**src/rtl/dacc_pkg.sv**
```systemverilog
package dacc_pkg;

    localparam int DACC_W    = 40;
    localparam int DACC_NW   = 32;
    localparam int DACC_NACC = 2;

    typedef enum logic [2:0] {
        OPC_IDLE = 3'd0,
        OPC_ADD  = 3'd1,
        OPC_SUB  = 3'd2,
        OPC_LOAD = 3'd3,
        OPC_ZERO = 3'd4,
        OPC_NEG  = 3'd5,
        OPC_XADD = 3'd6,
        OPC_XSUB = 3'd7
    } dacc_op_e;

endpackage

```
**src/rtl/dacc_cmd_reg.sv**
```systemverilog
module dacc_cmd_reg
    import dacc_pkg::*;
#(
    parameter int W    = 40,
    parameter int NACC = 2
) (
    input  logic            clk,
    input  logic            rst_n,
    input  logic            in_valid,
    input  logic [2:0]      in_op,
    input  logic            in_sel,
    input  logic [W-1:0]    in_opd,
    input  logic [NACC-1:0] in_en,
    input  logic            in_wide,
    input  logic [NACC-1:0] in_clr,
    output logic            q_valid,
    output dacc_op_e        q_op,
    output logic            q_sel,
    output logic [W-1:0]    q_opd,
    output logic [NACC-1:0] q_en,
    output logic            q_wide,
    output logic [NACC-1:0] q_clr
);

    typedef struct packed {
        logic            valid;
        dacc_op_e        op;
        logic            sel;
        logic [W-1:0]    opd;
        logic [NACC-1:0] en;
        logic            wide;
        logic [NACC-1:0] clr;
    } cmd_t;

    cmd_t cmd_d, cmd_q;

    always_comb begin
        cmd_d       = cmd_q;
        cmd_d.valid = in_valid;
        cmd_d.op    = dacc_op_e'(in_op);
        cmd_d.sel   = in_sel;
        cmd_d.opd   = in_opd;
        cmd_d.en    = in_en;
        cmd_d.wide  = in_wide;
        cmd_d.clr   = in_clr;
    end

    always_ff @(posedge clk or negedge rst_n) begin
        if (!rst_n) begin
            cmd_q <= '0;
        end else begin
            cmd_q <= cmd_d;
        end
    end

    assign q_valid = cmd_q.valid;
    assign q_op    = cmd_q.op;
    assign q_sel   = cmd_q.sel;
    assign q_opd   = cmd_q.opd;
    assign q_en    = cmd_q.en;
    assign q_wide  = cmd_q.wide;
    assign q_clr   = cmd_q.clr;

endmodule

```
**src/rtl/dacc_addsub.sv**
```systemverilog
module dacc_addsub #(
    parameter int W = 40
) (
    input  logic [W-1:0] opa,
    input  logic [W-1:0] opb,
    input  logic         sub,
    output logic [W:0]   sum
);

    logic [W:0] a_ext;
    logic [W:0] b_ext;
    logic [W:0] b_eff;
    logic [W:0] cin;

    always_comb begin
        a_ext = {opa[W-1], opa};
        b_ext = {opb[W-1], opb};
        // borrow is active low: subtract feeds inverted operand and carry 1
        b_eff = sub ? ~b_ext : b_ext;
        cin   = {{W{1'b0}}, sub};
        sum   = a_ext + b_eff + cin;
    end

endmodule

```
**src/rtl/dacc_limit.sv**
```systemverilog
module dacc_limit #(
    parameter int W  = 40,
    parameter int NW = 32
) (
    input  logic [W:0]   sum,
    input  logic         sat_on,
    input  logic         wide,
    output logic [W-1:0] value,
    output logic         guard_ov,
    output logic         sat_evt
);

    localparam int HI_N = W - NW + 1;

    logic         wide_ovf;
    logic         narrow_ovf;
    logic [W-1:0] pos_wide;
    logic [W-1:0] neg_wide;
    logic [W-1:0] pos_narrow;
    logic [W-1:0] neg_narrow;
    logic [HI_N-1:0] top_bits;

    always_comb begin
        pos_wide   = {1'b0, {(W-1){1'b1}}};
        neg_wide   = {1'b1, {(W-1){1'b0}}};
        pos_narrow = {{HI_N{1'b0}}, {(NW-1){1'b1}}};
        neg_narrow = {{HI_N{1'b1}}, {(NW-1){1'b0}}};

        wide_ovf   = sum[W] ^ sum[W-1];
        narrow_ovf = !((&sum[W:NW-1]) || !(|sum[W:NW-1]));

        value   = sum[W-1:0];
        sat_evt = 1'b0;

        if (sat_on && !wide) begin
            if (narrow_ovf) begin
                value   = sum[W] ? neg_narrow : pos_narrow;
                sat_evt = 1'b1;
            end
        end else if (sat_on) begin
            if (wide_ovf) begin
                value   = sum[W] ? neg_wide : pos_wide;
                sat_evt = 1'b1;
            end
        end else begin
            sat_evt = wide_ovf;
        end

        top_bits = value[W-1:NW-1];
        guard_ov = !((&top_bits) || !(|top_bits));
    end

endmodule

```
**src/rtl/dual_acc40.sv**
```systemverilog
module dual_acc40
    import dacc_pkg::*;
#(
    parameter int ACC_W    = DACC_W,
    parameter int NARROW_W = DACC_NW
) (
    input  logic             clk,
    input  logic             rst_n,
    input  logic             cmd_valid,
    input  logic [2:0]       cmd_op,
    input  logic             cmd_sel,
    input  logic [ACC_W-1:0] cmd_opd,
    input  logic [1:0]       sat_en,
    input  logic             sat_wide,
    input  logic [1:0]       sat_clr,
    output logic [ACC_W-1:0] acc_a,
    output logic [ACC_W-1:0] acc_b,
    output logic             ov_a,
    output logic             ov_b,
    output logic             sat_a,
    output logic             sat_b,
    output logic             ov_any,
    output logic             sat_any
);

    localparam int NACC = DACC_NACC;

    typedef struct packed {
        logic [NACC-1:0][ACC_W-1:0] acc;
        logic [NACC-1:0]            ov;
        logic [NACC-1:0]            sat;
    } state_t;

    state_t st_d, st_q;

    logic             c_valid;
    dacc_op_e         c_op;
    logic             c_sel;
    logic [ACC_W-1:0] c_opd;
    logic [NACC-1:0]  c_en;
    logic             c_wide;
    logic [NACC-1:0]  c_clr;

    logic [ACC_W-1:0] add_a;
    logic [ACC_W-1:0] add_b;
    logic             add_sub;
    logic [ACC_W:0]   add_sum;
    logic [ACC_W-1:0] lim_val;
    logic             lim_ov;
    logic             lim_sat;
    logic [ACC_W-1:0] tgt_val;
    logic [ACC_W-1:0] oth_val;
    logic             writes;

    dacc_cmd_reg #(.W(ACC_W), .NACC(NACC)) u_cmd (
        .clk      (clk),
        .rst_n    (rst_n),
        .in_valid (cmd_valid),
        .in_op    (cmd_op),
        .in_sel   (cmd_sel),
        .in_opd   (cmd_opd),
        .in_en    (sat_en),
        .in_wide  (sat_wide),
        .in_clr   (sat_clr),
        .q_valid  (c_valid),
        .q_op     (c_op),
        .q_sel    (c_sel),
        .q_opd    (c_opd),
        .q_en     (c_en),
        .q_wide   (c_wide),
        .q_clr    (c_clr)
    );

    // operand steering for the shared adder
    always_comb begin
        tgt_val = st_q.acc[c_sel];
        oth_val = st_q.acc[!c_sel];
        add_a   = tgt_val;
        add_b   = c_opd;
        add_sub = 1'b0;
        unique case (c_op)
            OPC_ADD:  begin add_a = tgt_val; add_b = c_opd;   add_sub = 1'b0; end
            OPC_SUB:  begin add_a = tgt_val; add_b = c_opd;   add_sub = 1'b1; end
            OPC_LOAD: begin add_a = '0;      add_b = c_opd;   add_sub = 1'b0; end
            OPC_ZERO: begin add_a = '0;      add_b = '0;      add_sub = 1'b0; end
            OPC_NEG:  begin add_a = '0;      add_b = tgt_val; add_sub = 1'b1; end
            OPC_XADD: begin add_a = tgt_val; add_b = oth_val; add_sub = 1'b0; end
            OPC_XSUB: begin add_a = tgt_val; add_b = oth_val; add_sub = 1'b1; end
            default:  begin add_a = tgt_val; add_b = '0;      add_sub = 1'b0; end
        endcase
    end

    dacc_addsub #(.W(ACC_W)) u_add (
        .opa (add_a),
        .opb (add_b),
        .sub (add_sub),
        .sum (add_sum)
    );

    dacc_limit #(.W(ACC_W), .NW(NARROW_W)) u_lim (
        .sum      (add_sum),
        .sat_on   (c_en[c_sel]),
        .wide     (c_wide),
        .value    (lim_val),
        .guard_ov (lim_ov),
        .sat_evt  (lim_sat)
    );

    always_comb begin
        st_d   = st_q;
        writes = c_valid && (c_op != OPC_IDLE);
        for (int i = 0; i < NACC; i++) begin
            st_d.sat[i] = st_q.sat[i] & ~c_clr[i];
            if (writes && (int'(c_sel) == i)) begin
                st_d.acc[i] = lim_val;
                st_d.ov[i]  = lim_ov;
                if (lim_sat) begin
                    st_d.sat[i] = 1'b1;
                end
            end
        end
    end

    always_ff @(posedge clk or negedge rst_n) begin
        if (!rst_n) begin
            st_q <= '0;
        end else begin
            st_q <= st_d;
        end
    end

    assign acc_a   = st_q.acc[0];
    assign acc_b   = st_q.acc[1];
    assign ov_a    = st_q.ov[0];
    assign ov_b    = st_q.ov[1];
    assign sat_a   = st_q.sat[0];
    assign sat_b   = st_q.sat[1];
    assign ov_any  = |st_q.ov;
    assign sat_any = |st_q.sat;

endmodule

```
**config.mk**
```make
export PLATFORM = sky130hd
export DESIGN_NAME = dual_acc40
export DESIGN_NICKNAME = d
export VERILOG_FILES = /design/src/rtl/dacc_pkg.sv /design/src/rtl/dacc_cmd_reg.sv /design/src/rtl/dacc_addsub.sv /design/src/rtl/dacc_limit.sv /design/src/rtl/dual_acc40.sv
export SDC_FILE = /design/constraint.sdc
export NUM_CORES = 1
export LEC_CHECK = 0
export ABC_AREA = 1
export CAP_MARGIN = 15
export CELL_PAD_IN_SITES_DETAIL_PLACEMENT = 0
export CELL_PAD_IN_SITES_GLOBAL_PLACEMENT = 1
export CORE_MARGIN = 2
export CORE_UTILIZATION = 36
export CTS_BUF_LIST = sky130_fd_sc_hd__clkbuf_16
export DETAILED_ROUTE_END_ITERATION = 8
export PLACE_DENSITY = 0.77
export REMOVE_ABC_BUFFERS = 1
export SYNTH_ARGS = -nofsm -noshare
export SYNTH_HDL_FRONTEND = slang
export SYNTH_SLANG_ARGS = --single-unit
```
**constraint.sdc**
```tcl
create_clock -name clk -period 4.5 [get_ports clk]
set_input_delay 0.9 -clock clk [delete_from_list [all_inputs] [get_ports clk]]
set_output_delay 0.9 -clock clk [all_outputs]
set_load 0.02 [all_outputs]
```
==> impl_results.md <==
* Fin Hold WS at between 0.4 and 0.5 ns
* Max-slew violations at 0
* Slowest CP cell: dfrtp_4
* FMAX at ~0.22 GHz
* Crit path arrival time at roughly 5 ns
* # IOs at 138
* Post-synthesis register bit count at between 100 and 150
* Min cycle time layout at about 4.6 ns
* Die width at between 150 and 200 um
* Final period util at 102%
* Slew margin rel. at between 50% and 60%
* Synth area leaders: dfrtp_1, nand2_1, o21ai_0, a21oi_1, ha_1
* Top cell by count, worst path: buf_4
* Min-Delay Path Class: flop to flop
* Num CTS Buffers at 17
* Hold Fails Final Rpt at 0
* Status: finished, violations left
* Starting Density at between 30 and 40%
* Largest net degree at the start of global routing at 69
* CP Buf/Inv Count at 8
* WL per Instance at between 15 and 20 um
* Crit Path Category: flop to flop
* Number of synthesized flops with an enable pin at 0
* Synth warnings at 0
* Antenna cells at 0
* Most frequent cells in the layout: nand2_1, buf_4, o21ai_0
* Worst skew pair latency at 0.45 ns
* Overflow after GRT at 0
* Vias in the first global route at ~11k
* Max cap viols at 0
* First-pass GRT wire length at ~58 mm
* CP startpoint kind: flop
* Worst slew pin tran at between 0.7 and 0.8 ns
* Number of port buffers at ~140
* Hold bufs inserted after CTS at 0
* Post-DRT Antenna Nets at 0
* RSZ-0062 raised after global routing: yes
* Row cnt at 60
* Initial DRC count at 709
* # setup viols final at 18
* PD cells at 679 mW/mm^2
* Share of cells above drive strength 1 at 24.9%
* Synth top area share at 33.7%
* Synthesized instance count at between 1k and 1.5k
* Core ar. at 0.0270 mm^2
* GPL Wtd Cong at ~0.95
* Largest stage delay on the critical path at around 0.54 ns
* CP endpoint kind: flop
* Crit-path max FO at 30
* Area growth syn-to-layout at 51.5%
* Async S/R FF share, synth at 100%
* VDD IR max at between 0.0003 and 0.0004 V
* Ys flop type: dfrtp_1
* Final instance area at approximately 0.015 mm^2
* Gr usage total at between 20% and 30%
* Vias at approximately 11k
* Distinct cells, synth at 44
* CTS Buffer Depth at 2
* Fin nets at a little under 2k
* Clock Sinks at 134
* FF+latch area at between 0.003 and 0.004 mm^2
* Delay-heaviest family, CP: simple AND/OR/NAND/NOR gates
* Worst-path clk slew at approximately 0.07 ns
* DPL Wire Length at ~29 mm
* Dpl cell area at approximately 0.014 mm^2
* Die height at between 150 and 200 um
* Syn Area/Cell at a little under 7 um^2
* Final core utilization at a little under three fifths
* DRC at 0
* TritonCTS clock tree: done
* Setup TNS at -0.561 ns
* DR pass1 iterations at 5
* H-tree levels at 4
* Antenna violations before repair at 0
* Failing checks: setup timing
* CP Data Required Time at 4.83 ns
* Worst clock skew at 0.0126 ns
* Post-Syn Area at 0.00996 mm^2
* Multi-input gate area at around 0.0063 mm^2
* Register area share after synthesis at roughly 34%
* Clock root buffer: clkbuf_16
* Drt total wl at roughly 37 mm
* Die area at 0.0290 mm^2
* Via density per instance at between 5 and 6
* Most common cell after layout, fill and taps aside: nand2_1
* Leakage power at between 7 and 8 nW
* Final worst slack at -0.0717 ns
* Largest area contributor in the netlist: dfrtp_1
* Filler cells at 2,575
-- through the flow --
stage / power [mW] / std cells / worst slack, ns
finish: 10.2 / 2201 / -0.0717
floorplan: 5.03 / 1388 / -2.55
global placement: 8.26 / 2142 / -0.358
global route: 11.0 / 2201 / -0.391
CTS: 9.90 / 2186 / -0.00969
detailed placement: 8.28 / 2142 / -0.367
-- layout make-up --
cell class | instances | area share (%)
Clock buffer | 17 | 2.82
Clock inverter | 15 | 0.812
Tap cell | 341 | 2.83
Sequential cell | 134 | 22.2
Inverter | 148 | 3.71
Multi-Input combinational cell | 1106 | 41.5
Timing Repair Buffer | 440 | 26.1
-- registers in the layout, indices dropped and copies added, names as in the netlist --
name / cells
acc_a: 40
acc_b: 40
u_cmd.q_opd: 40
u_cmd.q_op: 3
u_cmd.q_clr: 2
u_cmd.q_en: 2
ov_a: 1
ov_b: 1
sat_a: 1
sat_b: 1
u_cmd.q_sel: 1
u_cmd.q_valid: 1
u_cmd.q_wide: 1
-- metal layers --
| metal | vias to the layer above | routed length [um] | part of all wire, % | global-route usage [%] |
|---|---|---|---|---|
| met4 | 0 | 456 | 1.2 | 5.69 |
| met3 | 26 | 1660 | 4.5 | 3.21 |
| li1 | 5573 | - | - | - |
| met2 | 272 | 16500 | 45 | 40.5 |
| met1 | 5168 | 18400 | 50 | 38.0 |
| met5 | - | 0 | 0 | 0 |
-- cell usage after synthesis (all sizes together) (4+ instances only) --
| cell | instances |
|---|---|
| xor2 | 56 |
| nor2 | 135 |
| nor3 | 13 |
| nand2 | 369 |
| inv | 146 |
| nand3 | 43 |
| xnor2 | 19 |
| a21oi | 116 |
| o211ai | 4 |
| o22ai | 17 |
| a21o | 13 |
| buf | 14 |
| o221ai | 12 |
| nand4 | 9 |
| o21ai | 233 |
| ha | 42 |
| clkbuf | 49 |
| o21bai | 5 |
| dfrtp | 134 |
-- cell families (layout without fill, tap and decap cells) --
group | Yosys count | after routing | synth area share, %
DFF | 134 | 134 | 33.7
xor gates and xnor gates | 75 | 75 | 6.59
adders and majority gates | 43 | 43 | 5.48
muxes | 1 | 1 | 0.100
AOI/OAI and AO/OA | 412 | 412 | 22.4
buffers and inverters | 211 | 620 | 8.23
and+or+nand+nor | 575 | 575 | 23.5
-- worst paths after layout --
| kind | endpoint | cells after the start | slack (ns) | startpoint |
|---|---|---|---|---|
| max in group asynchronous | acc_a[27] | 2 | 3.28 | rst_n |
| worst max register to register | ov_a | 32 | -0.07 | u_cmd.q_sel |
| worst max-delay path | ov_a | 32 | -0.07 | u_cmd.q_sel |
| worst min-delay path | sat_b | 1 | 0.43 | u_cmd.q_clr[1] |
| worst min register to register | sat_b | 1 | 0.43 | u_cmd.q_clr[1] |
| min in group asynchronous | acc_a[10] | 1 | 0.44 | rst_n |
-- report_power, final --
part | leakage, nW | switching [mW] | internal, mW
Combinational | 5.25 | 3.78 | 3.22
Clock | 0.270 | 0.553 | 0.795
Sequential | 1.63 | 0.314 | 1.57
Total | 7.15 | 4.65 | 5.59
-- timing repair --
action | 4_1_cts | 5_1_grt
cloned | 1 | 0
setup endpoints to repair | 84 | 84
pin swaps | 17 | 33
resized for setup | 67 | 83
setup buffers | 11 | 16
No activity file was read; power rests on OpenSTA's default activity.
